### config.mk
export PLATFORM = sky130hd
export DESIGN_NAME = mesi_line_ctrl
export DESIGN_NICKNAME = d
export VERILOG_FILES = /design/src/rtl/mesi_pkg.sv /design/src/rtl/mesi_line_store.sv /design/src/rtl/mesi_snoop_unit.sv /design/src/rtl/mesi_req_fsm.sv /design/src/rtl/mesi_line_ctrl.sv
export SDC_FILE = /design/constraint.sdc
export NUM_CORES = 1
export LEC_CHECK = 0
export CAP_MARGIN = 20
export CORE_UTILIZATION = 45
export CTS_CLUSTER_SIZE = 20
export DETAILED_ROUTE_END_ITERATION = 10
export HOLD_SLACK_MARGIN = 0.05
export PLACE_DENSITY = 0.67
export SLEW_MARGIN = 15
export SYNTH_ARGS = -nofsm -noshare
export SYNTH_HDL_FRONTEND = slang
export SYNTH_SLANG_ARGS = --single-unit
### constraint.sdc
create_clock -name clk -period 5.69 [get_ports clk]
set_clock_uncertainty 0.05 [all_clocks]
set_input_delay 1.138 -clock clk [delete_from_list [all_inputs] [get_ports clk]]
set_output_delay 1.138 -clock clk [all_outputs]
set_load 0.01 [all_outputs]
### src/rtl/mesi_pkg.sv
package mesi_pkg;

    typedef enum logic [1:0] {
        LN_INV = 2'b00,
        LN_SHR = 2'b01,
        LN_EXC = 2'b10,
        LN_MOD = 2'b11
    } line_st_t;

    typedef enum logic [1:0] {
        BUS_RD  = 2'b00,
        BUS_RFO = 2'b01,
        BUS_UPG = 2'b10
    } bus_op_t;

    typedef enum logic [1:0] {
        CTL_IDLE,
        CTL_EVICT,
        CTL_FILL,
        CTL_UPGRADE
    } ctl_st_t;

endpackage

### src/rtl/mesi_line_store.sv
module mesi_line_store
    import mesi_pkg::*;
#(
    parameter int LINES  = 4,
    parameter int TAG_W  = 6,
    parameter int DATA_W = 16,
    localparam int IDX_W = $clog2(LINES)
) (
    input  logic              clk,
    input  logic              rst_n,
    // local port
    input  logic [IDX_W-1:0]  loc_idx,
    input  logic              loc_we,
    input  line_st_t          loc_state,
    input  logic [TAG_W-1:0]  loc_tag,
    input  logic              loc_data_we,
    input  logic [DATA_W-1:0] loc_data,
    output line_st_t          loc_rd_state,
    output logic [TAG_W-1:0]  loc_rd_tag,
    output logic [DATA_W-1:0] loc_rd_data,
    // snoop port (state write wins over the local port)
    input  logic [IDX_W-1:0]  snp_idx,
    input  logic              snp_we,
    input  line_st_t          snp_state,
    output line_st_t          snp_rd_state,
    output logic [TAG_W-1:0]  snp_rd_tag,
    output logic [DATA_W-1:0] snp_rd_data
);

    line_st_t          st_vec  [LINES];
    logic [TAG_W-1:0]  tag_vec [LINES];
    logic [DATA_W-1:0] dat_vec [LINES];

    for (genvar g = 0; g < LINES; g++) begin : g_line
        localparam logic [IDX_W-1:0] MY_IDX = IDX_W'(g);
        line_st_t          st_r;
        logic [TAG_W-1:0]  tag_r;
        logic [DATA_W-1:0] dat_r;

        always_ff @(posedge clk) begin
            if (!rst_n) begin
                st_r  <= LN_INV;
                tag_r <= '0;
                dat_r <= '0;
            end else begin
                if (snp_we && snp_idx == MY_IDX) begin
                    st_r <= snp_state;
                end else if (loc_we && loc_idx == MY_IDX) begin
                    st_r <= loc_state;
                end
                if (loc_we && loc_idx == MY_IDX) begin
                    tag_r <= loc_tag;
                end
                if (loc_data_we && loc_idx == MY_IDX) begin
                    dat_r <= loc_data;
                end
            end
        end

        assign st_vec[g]  = st_r;
        assign tag_vec[g] = tag_r;
        assign dat_vec[g] = dat_r;
    end

    assign loc_rd_state = st_vec[loc_idx];
    assign loc_rd_tag   = tag_vec[loc_idx];
    assign loc_rd_data  = dat_vec[loc_idx];
    assign snp_rd_state = st_vec[snp_idx];
    assign snp_rd_tag   = tag_vec[snp_idx];
    assign snp_rd_data  = dat_vec[snp_idx];

endmodule

### src/rtl/mesi_snoop_unit.sv
module mesi_snoop_unit
    import mesi_pkg::*;
#(
    parameter int TAG_W  = 6,
    parameter int DATA_W = 16
) (
    input  logic              clk,
    input  logic              rst_n,
    input  logic              snp_valid,
    input  logic              snp_inval,
    input  logic [TAG_W-1:0]  snp_tag,
    input  line_st_t          line_state,
    input  logic [TAG_W-1:0]  line_tag,
    input  logic [DATA_W-1:0] line_data,
    output logic              upd_we,
    output line_st_t          upd_state,
    output logic              resp_valid,
    output logic              resp_hit,
    output logic              resp_dirty,
    output logic [DATA_W-1:0] resp_data
);

    logic line_hit;
    logic line_dirty;

    assign line_hit   = snp_valid && (line_state != LN_INV) && (line_tag == snp_tag);
    assign line_dirty = line_hit && (line_state == LN_MOD);

    // next state of a snooped line; a write is issued only on a real change
    always_comb begin
        upd_state = line_state;
        if (line_hit) begin
            unique case (line_state)
                LN_MOD:  upd_state = snp_inval ? LN_INV : LN_SHR;
                LN_EXC:  upd_state = snp_inval ? LN_INV : LN_SHR;
                LN_SHR:  upd_state = snp_inval ? LN_INV : LN_SHR;
                LN_INV:  upd_state = LN_INV;
            endcase
        end
        upd_we = line_hit && (upd_state != line_state);
    end

    always_ff @(posedge clk) begin
        if (!rst_n) begin
            resp_valid <= 1'b0;
            resp_hit   <= 1'b0;
            resp_dirty <= 1'b0;
            resp_data  <= '0;
        end else begin
            resp_valid <= snp_valid;
            resp_hit   <= line_hit;
            resp_dirty <= line_dirty;
            resp_data  <= line_dirty ? line_data : '0;
        end
    end

endmodule

### src/rtl/mesi_req_fsm.sv
module mesi_req_fsm
    import mesi_pkg::*;
#(
    parameter int ADDR_W = 8,
    parameter int IDX_W  = 2,
    parameter int DATA_W = 16,
    localparam int TAG_W = ADDR_W - IDX_W
) (
    input  logic              clk,
    input  logic              rst_n,
    input  logic              cpu_req_valid,
    input  logic              cpu_req_write,
    input  logic [ADDR_W-1:0] cpu_req_addr,
    input  logic [DATA_W-1:0] cpu_req_wdata,
    input  logic              snp_valid,
    input  logic [IDX_W-1:0]  snp_idx,
    input  logic              pend_killed,
    input  logic              bus_gnt_valid,
    input  logic              bus_gnt_shared,
    input  logic [DATA_W-1:0] bus_gnt_data,
    input  line_st_t          line_state,
    input  logic [TAG_W-1:0]  line_tag,
    input  logic [DATA_W-1:0] line_data,
    output logic [IDX_W-1:0]  loc_idx,
    output logic              loc_we,
    output line_st_t          loc_state,
    output logic [TAG_W-1:0]  loc_tag,
    output logic              loc_data_we,
    output logic [DATA_W-1:0] loc_data,
    output logic              cpu_ready,
    output logic              cpu_resp_valid,
    output logic              cpu_resp_hit,
    output logic [DATA_W-1:0] cpu_resp_rdata,
    output logic              bus_req_valid,
    output bus_op_t           bus_req_op,
    output logic [ADDR_W-1:0] bus_req_addr,
    output logic              wb_valid,
    output logic [ADDR_W-1:0] wb_addr,
    output logic [DATA_W-1:0] wb_data
);

    ctl_st_t           ctl_q, ctl_d;
    bus_op_t           op_q, op_d;
    logic [ADDR_W-1:0] addr_q;
    logic [DATA_W-1:0] wdata_q;

    logic [IDX_W-1:0]  req_idx;
    logic [TAG_W-1:0]  req_tag;
    logic              conflict, accept, tag_hit;
    logic              resp_fire, resp_hit_d, load_req, wb_fire, to_rfo;
    logic [DATA_W-1:0] resp_data_d;

    assign req_idx   = cpu_req_addr[IDX_W-1:0];
    assign req_tag   = cpu_req_addr[ADDR_W-1:IDX_W];
    assign conflict  = snp_valid && (snp_idx == req_idx);
    assign cpu_ready = (ctl_q == CTL_IDLE) && !conflict;
    assign accept    = cpu_req_valid && cpu_ready;
    assign tag_hit   = (line_state != LN_INV) && (line_tag == req_tag);
    assign loc_idx   = (ctl_q == CTL_IDLE) ? req_idx : addr_q[IDX_W-1:0];

    assign bus_req_valid = (ctl_q == CTL_FILL) || (ctl_q == CTL_UPGRADE);
    assign bus_req_op    = op_q;
    assign bus_req_addr  = addr_q;

    // state register
    always_ff @(posedge clk) begin
        if (!rst_n) begin
            ctl_q <= CTL_IDLE;
        end else begin
            ctl_q <= ctl_d;
        end
    end

    // next state and line-update outputs
    always_comb begin
        ctl_d       = ctl_q;
        loc_we      = 1'b0;
        loc_state   = line_state;
        loc_tag     = line_tag;
        loc_data_we = 1'b0;
        loc_data    = line_data;
        resp_fire   = 1'b0;
        resp_hit_d  = 1'b0;
        resp_data_d = line_data;
        load_req    = 1'b0;
        op_d        = BUS_RD;
        wb_fire     = 1'b0;
        to_rfo      = 1'b0;
        unique case (ctl_q)
            CTL_IDLE: begin
                if (accept) begin
                    if (tag_hit && !cpu_req_write) begin
                        resp_fire  = 1'b1;
                        resp_hit_d = 1'b1;
                    end else if (tag_hit && (line_state == LN_EXC || line_state == LN_MOD)) begin
                        loc_we      = 1'b1;
                        loc_state   = LN_MOD;
                        loc_data_we = 1'b1;
                        loc_data    = cpu_req_wdata;
                        resp_fire   = 1'b1;
                        resp_hit_d  = 1'b1;
                        resp_data_d = cpu_req_wdata;
                    end else if (tag_hit) begin
                        load_req = 1'b1;
                        op_d     = BUS_UPG;
                        ctl_d    = CTL_UPGRADE;
                    end else begin
                        load_req  = 1'b1;
                        op_d      = cpu_req_write ? BUS_RFO : BUS_RD;
                        loc_we    = 1'b1;
                        loc_state = LN_INV;
                        if (line_state == LN_MOD) begin
                            wb_fire = 1'b1;
                            ctl_d   = CTL_EVICT;
                        end else begin
                            ctl_d   = CTL_FILL;
                        end
                    end
                end
            end
            CTL_EVICT: begin
                ctl_d = CTL_FILL;
            end
            CTL_FILL: begin
                if (bus_gnt_valid) begin
                    loc_we      = 1'b1;
                    loc_tag     = addr_q[ADDR_W-1:IDX_W];
                    loc_data_we = 1'b1;
                    if (op_q == BUS_RFO) begin
                        loc_state = LN_MOD;
                        loc_data  = wdata_q;
                    end else begin
                        loc_state = bus_gnt_shared ? LN_SHR : LN_EXC;
                        loc_data  = bus_gnt_data;
                    end
                    resp_fire   = 1'b1;
                    resp_data_d = (op_q == BUS_RFO) ? wdata_q : bus_gnt_data;
                    ctl_d       = CTL_IDLE;
                end
            end
            CTL_UPGRADE: begin
                if (pend_killed) begin
                    to_rfo = 1'b1;
                    ctl_d  = CTL_FILL;
                end else if (bus_gnt_valid) begin
                    loc_we      = 1'b1;
                    loc_state   = LN_MOD;
                    loc_data_we = 1'b1;
                    loc_data    = wdata_q;
                    resp_fire   = 1'b1;
                    resp_data_d = wdata_q;
                    ctl_d       = CTL_IDLE;
                end
            end
        endcase
    end

    // registered datapath
    always_ff @(posedge clk) begin
        if (!rst_n) begin
            op_q           <= BUS_RD;
            addr_q         <= '0;
            wdata_q        <= '0;
            cpu_resp_valid <= 1'b0;
            cpu_resp_hit   <= 1'b0;
            cpu_resp_rdata <= '0;
            wb_valid       <= 1'b0;
            wb_addr        <= '0;
            wb_data        <= '0;
        end else begin
            cpu_resp_valid <= resp_fire;
            wb_valid       <= wb_fire;
            if (resp_fire) begin
                cpu_resp_hit   <= resp_hit_d;
                cpu_resp_rdata <= resp_data_d;
            end
            if (load_req) begin
                op_q    <= op_d;
                addr_q  <= cpu_req_addr;
                wdata_q <= cpu_req_wdata;
            end else if (to_rfo) begin
                op_q    <= BUS_RFO;
            end
            if (wb_fire) begin
                wb_addr <= {line_tag, req_idx};
                wb_data <= line_data;
            end
        end
    end

endmodule

### src/rtl/mesi_line_ctrl.sv
module mesi_line_ctrl
    import mesi_pkg::*;
#(
    parameter int ADDR_W = 8,
    parameter int LINES  = 4,
    parameter int DATA_W = 16
) (
    input  logic              clk,
    input  logic              rst_n,
    input  logic              cpu_req_valid,
    input  logic              cpu_req_write,
    input  logic [ADDR_W-1:0] cpu_req_addr,
    input  logic [DATA_W-1:0] cpu_req_wdata,
    output logic              cpu_ready,
    output logic              cpu_resp_valid,
    output logic              cpu_resp_hit,
    output logic [DATA_W-1:0] cpu_resp_rdata,
    output logic              bus_req_valid,
    output logic [1:0]        bus_req_kind,
    output logic [ADDR_W-1:0] bus_req_addr,
    input  logic              bus_gnt_valid,
    input  logic              bus_gnt_shared,
    input  logic [DATA_W-1:0] bus_gnt_data,
    output logic              wb_valid,
    output logic [ADDR_W-1:0] wb_addr,
    output logic [DATA_W-1:0] wb_data,
    input  logic              snp_valid,
    input  logic              snp_inval,
    input  logic [ADDR_W-1:0] snp_addr,
    output logic              snp_resp_valid,
    output logic              snp_resp_hit,
    output logic              snp_resp_dirty,
    output logic [DATA_W-1:0] snp_resp_data
);

    localparam int IDX_W = $clog2(LINES);
    localparam int TAG_W = ADDR_W - IDX_W;

    logic [IDX_W-1:0]  loc_idx;
    logic              loc_we, loc_data_we;
    line_st_t          loc_state, loc_rd_state;
    logic [TAG_W-1:0]  loc_tag, loc_rd_tag;
    logic [DATA_W-1:0] loc_data, loc_rd_data;

    logic [IDX_W-1:0]  snp_idx;
    logic [TAG_W-1:0]  snp_tag;
    logic              snp_we;
    line_st_t          snp_state, snp_rd_state;
    logic [TAG_W-1:0]  snp_rd_tag;
    logic [DATA_W-1:0] snp_rd_data;

    logic              pend_killed;
    bus_op_t           bus_req_op;

    assign snp_idx      = snp_addr[IDX_W-1:0];
    assign snp_tag      = snp_addr[ADDR_W-1:IDX_W];
    assign pend_killed  = snp_we && (snp_state == LN_INV) && (snp_idx == loc_idx);
    assign bus_req_kind = bus_req_op;

    mesi_line_store #(
        .LINES (LINES),
        .TAG_W (TAG_W),
        .DATA_W(DATA_W)
    ) store_i (
        .clk         (clk),
        .rst_n       (rst_n),
        .loc_idx     (loc_idx),
        .loc_we      (loc_we),
        .loc_state   (loc_state),
        .loc_tag     (loc_tag),
        .loc_data_we (loc_data_we),
        .loc_data    (loc_data),
        .loc_rd_state(loc_rd_state),
        .loc_rd_tag  (loc_rd_tag),
        .loc_rd_data (loc_rd_data),
        .snp_idx     (snp_idx),
        .snp_we      (snp_we),
        .snp_state   (snp_state),
        .snp_rd_state(snp_rd_state),
        .snp_rd_tag  (snp_rd_tag),
        .snp_rd_data (snp_rd_data)
    );

    mesi_snoop_unit #(
        .TAG_W (TAG_W),
        .DATA_W(DATA_W)
    ) snoop_i (
        .clk       (clk),
        .rst_n     (rst_n),
        .snp_valid (snp_valid),
        .snp_inval (snp_inval),
        .snp_tag   (snp_tag),
        .line_state(snp_rd_state),
        .line_tag  (snp_rd_tag),
        .line_data (snp_rd_data),
        .upd_we    (snp_we),
        .upd_state (snp_state),
        .resp_valid(snp_resp_valid),
        .resp_hit  (snp_resp_hit),
        .resp_dirty(snp_resp_dirty),
        .resp_data (snp_resp_data)
    );

    mesi_req_fsm #(
        .ADDR_W(ADDR_W),
        .IDX_W (IDX_W),
        .DATA_W(DATA_W)
    ) fsm_i (
        .clk           (clk),
        .rst_n         (rst_n),
        .cpu_req_valid (cpu_req_valid),
        .cpu_req_write (cpu_req_write),
        .cpu_req_addr  (cpu_req_addr),
        .cpu_req_wdata (cpu_req_wdata),
        .snp_valid     (snp_valid),
        .snp_idx       (snp_idx),
        .pend_killed   (pend_killed),
        .bus_gnt_valid (bus_gnt_valid),
        .bus_gnt_shared(bus_gnt_shared),
        .bus_gnt_data  (bus_gnt_data),
        .line_state    (loc_rd_state),
        .line_tag      (loc_rd_tag),
        .line_data     (loc_rd_data),
        .loc_idx       (loc_idx),
        .loc_we        (loc_we),
        .loc_state     (loc_state),
        .loc_tag       (loc_tag),
        .loc_data_we   (loc_data_we),
        .loc_data      (loc_data),
        .cpu_ready     (cpu_ready),
        .cpu_resp_valid(cpu_resp_valid),
        .cpu_resp_hit  (cpu_resp_hit),
        .cpu_resp_rdata(cpu_resp_rdata),
        .bus_req_valid (bus_req_valid),
        .bus_req_op    (bus_req_op),
        .bus_req_addr  (bus_req_addr),
        .wb_valid      (wb_valid),
        .wb_addr       (wb_addr),
        .wb_data       (wb_data)
    );

endmodule

* After elaboration in Yosys (flattened, before gate mapping)
Cells that the tools add are included.
Operators by class: equality and inequality tests 23, magnitude comparators 2, mux-type cells 93, reduce and logical (&&, ||, !) cells 43, bitwise gates (word level) 2
Operators with widths (count):
- 16-bit two-way mux | 11
- 2-bit two-way mux | 37
- 16-bit binary-select mux with 2-bit select | 2
- 16-bit one-hot mux with 3 select lines | 1
- 6-bit two-way mux | 6
- 1-bit two-way mux | 26
- 6-bit binary-select mux with 2-bit select | 2
- 1-bit logical AND | 24
- 2-bit == test (second input constant) | 10
- 2-bit nonzero test | 7
- 6-bit == test | 2
- 2-bit by 1-bit == test with 1-bit output (second input constant) | 5
- 2-bit logical NOT | 5
- 1-bit one-hot mux with 3 select lines | 3
- 2-bit binary-select mux with 2-bit select | 2
- 2-bit one-hot mux with 4 select lines | 1
- 3-bit greater-or-equal comparator (second input constant) | 2
- 2-bit inverter with 3-bit output | 2
- 2-bit one-hot mux with 3 select lines | 1
- 2-bit == test | 2
- 2-bit inequality test (second input constant) | 2
- 2-bit one-hot mux with 2 select lines | 1
- 3-bit AND reduction | 1
- 3-bit OR reduction | 1
- 5 further kinds | 7
Word-level totals: bits in registers 186, input port bits 56, word-level logic and storage cells 189

* Depth between registers and ports, before layout
depth after elaboration 17, mapped depth 14, mapped depth without buffers 8

* Modules after synthesis
A second synthesis with hierarchy kept.
Unflattened totals: cell total of the unflattened synthesis 1074, area total of the unflattened synthesis 10103.4 sq um
By module, submodules not included:
- mesi_line_store | instances 1, area an instance 4958.5 sq um, sequential area each 1921.8 sq um, cells an instance 474
- mesi_req_fsm | instances 1, area an instance 4444.3 sq um, sequential area each 1421.4 sq um, cells an instance 539
- mesi_snoop_unit | instances 1, area an instance 670.6 sq um, sequential area each 380.4 sq um, cells an instance 57
- mesi_line_ctrl | instances 1, area an instance 30.0 sq um, sequential area each 0.0 sq um, cells an instance 4

* Worst setup path before layout
No wires, ideal clock.
path type in2reg, start point in snp_addr[1], end point reg store_i.g_line[0].dat_r[10], arrival 3.693 ns, path buffers 3, stages 11, setup time 0.140 ns, setup slack 1.807 ns, cells stage by stage buf_1 -> mux4_2 -> xnor2_1 -> nand2_1 -> or4_1 -> clkbuf_1 -> nor2_2 -> buf_2 -> a211oi_1 -> a311oi_2 -> a211oi_1
On the way: word-level cells in the longest chain between the ends 15, elaborated cells between the ends (all ways) 36
RTL lines:
- start: declaration | RTL line mesi_line_ctrl.sv:29 | input logic [ADDR_W-1:0] snp_addr,
- 2-bit inverter with 3-bit output (not written as such) | RTL line mesi_line_store.sv:68, mesi_line_store.sv:69
- 2-bit binary-select mux with 2-bit select | RTL line mesi_line_store.sv:68 | assign snp_rd_state = st_vec[snp_idx];
- 2-bit two-way mux (not written as such) (2 in series) | RTL line mesi_line_store.sv:68
- 2-bit == test, or another cell as far along | RTL line mesi_snoop_unit.sv:33 | unique case (line_state)
- 3-bit OR reduction (no line) / 1-bit logical AND (equally long branches)
- 2-bit one-hot mux with 2 select lines / 1-bit logical AND (equally long branches) | RTL line mesi_snoop_unit.sv:33, mesi_snoop_unit.sv:26
- 2-bit two-way mux | RTL line mesi_snoop_unit.sv:32 | if (line_hit) begin
- 2-bit inequality test | RTL line mesi_snoop_unit.sv:40 | upd_we = line_hit && (upd_state != line_state);
- 1-bit logical AND | RTL line mesi_snoop_unit.sv:40
- 1-bit logical AND (2 in series) | RTL line mesi_line_ctrl.sv:57 | assign pend_killed = snp_we && (snp_state == LN_INV) && (snp_idx == loc_idx);
- 1-bit two-way mux | RTL line mesi_req_fsm.sv:142 | if (pend_killed) begin
- 1-bit one-hot mux with 3 select lines | RTL line mesi_req_fsm.sv:89 | unique case (ctl_q)
- 1-bit logical AND | RTL line mesi_line_store.sv:54 | if (loc_data_we && loc_idx == MY_IDX) begin
- end signal: assignment | RTL line mesi_line_store.sv:55 | dat_r <= loc_data;
- end: declaration | RTL line mesi_line_store.sv:38 | logic [DATA_W-1:0] dat_r;
Several ways; a longest one is shown, not always the timed one. The select of a mux whose other input is x is not followed. A chain may end at the register's enable or synchronous reset.

* Final worst setup path
start point in cpu_req_addr[0], end point reg store_i.g_line[3].dat_r[5]
On the way: word-level cells in the longest chain between the ends 13, elaborated cells between the ends (all ways) 40
RTL lines:
- start: declaration | RTL line mesi_line_ctrl.sv:12 | input logic [ADDR_W-1:0] cpu_req_addr,
- 2-bit two-way mux | RTL line mesi_req_fsm.sv:59 | assign loc_idx = (ctl_q == CTL_IDLE) ? req_idx : addr_q[IDX_W-1:0];
- 2-bit inverter with 3-bit output (not written as such) | RTL line mesi_line_store.sv:65, mesi_line_store.sv:66, mesi_line_store.sv:67
- 6-bit binary-select mux with 2-bit select / 2-bit binary-select mux with 2-bit select (equally long branches) | RTL line mesi_line_store.sv:66, mesi_line_store.sv:65
- 6-bit two-way mux (not written as such) / 2-bit two-way mux (equally long branches) (2 in series) | RTL line mesi_line_store.sv:66, mesi_line_store.sv:65
- 6-bit == test, or another cell as far along | RTL line mesi_req_fsm.sv:58 | assign tag_hit = (line_state != LN_INV) && (line_tag == req_tag);
- 1-bit logical AND / 1-bit logical OR (equally long branches) | RTL line mesi_req_fsm.sv:58, mesi_req_fsm.sv:95
- 1-bit logical AND | RTL line mesi_req_fsm.sv:95 | end else if (tag_hit && (line_state == LN_EXC || line_state == LN_MOD)) begin
- 1-bit two-way mux | RTL line mesi_req_fsm.sv:95
- 1-bit two-way mux | RTL line mesi_req_fsm.sv:92 | if (tag_hit && !cpu_req_write) begin
- 1-bit two-way mux | RTL line mesi_req_fsm.sv:91 | if (accept) begin
- 1-bit one-hot mux with 3 select lines | RTL line mesi_req_fsm.sv:89
- 1-bit logical AND | RTL line mesi_line_store.sv:54
- end signal: assignment | RTL line mesi_line_store.sv:55
- end: declaration | RTL line mesi_line_store.sv:38
Several ways; a longest one is shown, not always the timed one. The select of a mux whose other input is x is not followed.

==> impl_metrics.py <==
metrics = {
    "drt": {
        "drt-total-wl_microns": 34300,
        "drt-initial-drc-count": 1057,
        "via_per_inst": 6.52,
        "wl_per_cell_microns": 23.5,
        "drtAntennaViolNets": 0,
        "dr_total_vias": 9537,
        "drtPass1Iterations": 5,
        "drc": 0,
    },
    "grt": {
        "grt_max_degree": 79,
        "grt_pass1_vias": 8736,
        "track_usage_pct": 30.5,
        "grt_pass1_wl_microns": 52300,
        "antenna_found_initial": 0,
        "grt_overflow": 0,
    },
    "synth": {
        "postSynthCellCount": 1088,
        "ys.flop_type": "dfxtp_1",
        "synthesis.area_sq_mm": 0.00998,
        "synth_area_leaders": "dfxtp_1 37%, mux4_2 9.5%, a21oi_1 6.8%",
        "synth_top_area_share_pct": 37.3,
        "yosysSeqAreaShare_pct": 37.3,
        "synth_edf_count": 0,
        "synth_fp_nets": 1144,
        "syn_avg_cell_area_sq_um": 9.17,
        "async_reset_ff_share_pct": 0,
        "synth.yosys.warnings": 0,
        "synth.distinct_cells": 62,
        "synth_seq_cells": 186,
        "synth_top_cell_by_area": "dfxtp_1",
    },
    "layout": {
        "fin_util_pct": 55.7,
        "syn2layout_area_growth_pct": 21.4,
        "antenna_cells": 0,
        "final_nets": 1225,
        "drive_gt1_share_pct": 14.4,
    },
    "floorplan": {
        "core_region_area_sq_mm": 0.0218,
        "die_height_microns": 151,
        "dieArea_sq_mm": 0.0228,
        "die_x_microns": 151,
        "fp-row-count": 54,
        "io_pins": 130,
        "start_util_pct": 45.9,
    },
    "worst_setup_path": {
        "crit_path_top_delay_cell": "and2_1",
        "cp_max_fo": 23,
        "startpoint": "cpu_req_addr[0]",
        "rr_startpoint": "fsm_i.ctl_q[1]$_SDFFE_PN0P_",
        "crit_family": "simple AND/OR/NAND/NOR gates",
        "arrival_ps": 5030,
        "crit_path_start_kind": "input pin",
        "worst-path-buf-inv": 1,
        "cp_slowest_stage_delay_ps": 760,
        "cp.required_ps": 5930,
        "cp-end-kind": "register",
        "crit_type": "input pin to register",
        "timing.critical_path.cells": "clkdlybuf4s50_1, or3b_1, nand2_2, mux4_2, nor2_1, or4_4, o21ai_4, and2_1, a211oi_1",
    },
    "power_and_ir_drop": {
        "seqPwrFrac_pct": 43.3,
        "p_per_area_mw_per_mm2": 268,
        "pwr-share-clk_pct": 38.1,
        "finalPower_w": 0.00324,
        "combPwrFrac_pct": 18.6,
        "p_leak_nw": 4.03,
        "ir_drop_mv": 0.218,
        "p_sw_w": 0.00104,
        "p_int_w": 0.00220,
        "swShare_pct": 32.1,
    },
    "timing": {
        "relSlewSlack_pct": 33.0,
        "setup_slack_ps": 900,
        "tightestPinTransition_ps": 1000,
        "setup_viol_count_final": 0,
        "period_share_pct": 84.2,
        "rsz0062_at_grt": "false",
        "finalHoldViolCount": 0,
        "fmax_mhz": 209,
        "maxSlewViolCount": 0,
        "finalSetupTns_ps": 0,
        "fin_crit_ps": 4790,
    },
    "clock_tree": {
        "htreeDepth": 4,
        "cts_inserted_buffers": 17,
        "root_buffer": "clkbuf_16",
        "cts_hold_buf": 0,
        "cts_buffer_depth": 2,
        "cts_tree": "done",
        "cts-resized-gates": 0,
        "insertion_delay_ps": 450,
        "clk_pin_slew_worst_paths_ps": 80,
        "clock-sinks": 186,
        "postCtsSetupBuffers": 0,
    },
    "placed_design": {
        "portBuffers": 129,
        "gp_congestion": 0.951,
        "dp_hpwl_microns": 23400,
        "pre_cts_ws_ps": 556,
    },
    "min_path": {
        "hold_path_class": "register to register",
        "hp-start": "fsm_i.wb_data[4]$_SDFFE_PN0P_",
    },
    "flow_run": {
        "cap_violations": 0,
    },
    "run_status": {
        "status": "finished clean",
    },
}
per-layer routing:
layer	track usage [%]	wire, microns
met3	5.57	3010
met4	13.1	1190
met5	0	0
met2	49.3	16300
met1	39.7	13800
flip-flops by register name, indices dropped and copies added (netlist names), 2 cells and up:
signal	flops
store_i.g_line.dat_r	64
store_i.g_line.tag_r	24
fsm_i.cpu_resp_rdata	16
fsm_i.wb_data	16
fsm_i.wdata_q	16
snoop_i.resp_data	16
fsm_i.bus_req_addr	8
fsm_i.wb_addr	8
store_i.g_line.st_r	8
fsm_i.bus_req_op	2
fsm_i.ctl_q	2
synthesized netlist by cell type (all sizes together) (4+ instances only):
master,number
and2,9
buf,38
nand3,26
o21ai,31
nand3b,16
clkbuf,68
nor2b,21
nand2,40
a31oi,9
or4b,4
a21oi,135
o211ai,5
inv,8
nand4,15
o211a,4
dfxtp,186
o31ai,19
mux2i,48
nor3,69
xnor2,11
mux2,22
o221ai,17
a311oi,17
a211o,8
mux4,42
a211oi,82
and3,9
nor2,85
power by group through the flow:
stage                     Combinational, W  Clock [W]  Sequential [W]
after global placement            0.000587          0         0.00143
after detailed placement          0.000592          0         0.00143
final                             0.000604    0.00124         0.00140
after CTS                         0.000596    0.00125         0.00140
after global routing              0.000642    0.00130         0.00141
after floorplan                   0.000382          0         0.00142
final timing paths:
check	end	slack, ps	cells past startpoint
worst min register to register	fsm_i.wb_data[4]$_SDFFE_PN0P_	450	2
worst max-delay path	store_i.g_line[3].dat_r[5]$_SDFFE_PN0P_	900	9
worst max register to register	store_i.g_line[3].dat_r[5]$_SDFFE_PN0P_	1290	8
worst min-delay path	fsm_i.wb_data[4]$_SDFFE_PN0P_	450	2
cell type report:
cell class	instances	area, sq um
Multi-Input combinational cell	786	5810
Tap cell	280	350
Clock buffer	17	425
Fill cell	1937	9640
Sequential cell	186	3720
Inverter	10	40.0
Clock inverter	15	188
Timing Repair Buffer	168	1580
cells in the final DEF (no fill, tap or decap), types with 19 or more instances in the layout:
cell type          n
buf_4             39
mux4_2            42
mux2_2            22
a211oi_1          81
nor3_1            69
nor2b_1           21
nand2_1           39
dfxtp_1          186
mux2i_1           48
a21oi_1          135
clkdlybuf4s50_1  128
o21ai_0           29
nor2_1            82
o31ai_1           19
nand3_1           26
through the flow:
stage | hold WS (ps) | std cells | instance area, sq um
after floorplan | 401 | 1088 | 9980
after global placement | 426 | 1430 | 11500
after detailed placement | 435 | 1430 | 11500
after CTS | 458 | 1462 | 12100
after global routing | 481 | 1462 | 12100
final | 453 | 1462 | 12100
cell families (layout without fill, tap and decap cells):
kind of cell    count (synthesis)  after routing  share of synthesized area (%)
xor+xnor                       11             11                          0.965
simple gates                  314            314                           16.2
compound gates                349            349                           23.8
mux                           112            112                           16.8
flops                         186            186                           37.3
buf+inv                       116            210                           4.94
worst min-delay path, delay by kind of cell (launching register included):
kind             cells  cell delay (ps)
DFF                  1              340
and+or+nand+nor      1               70
muxes                1               60
(Power assumes the default switching activity.)
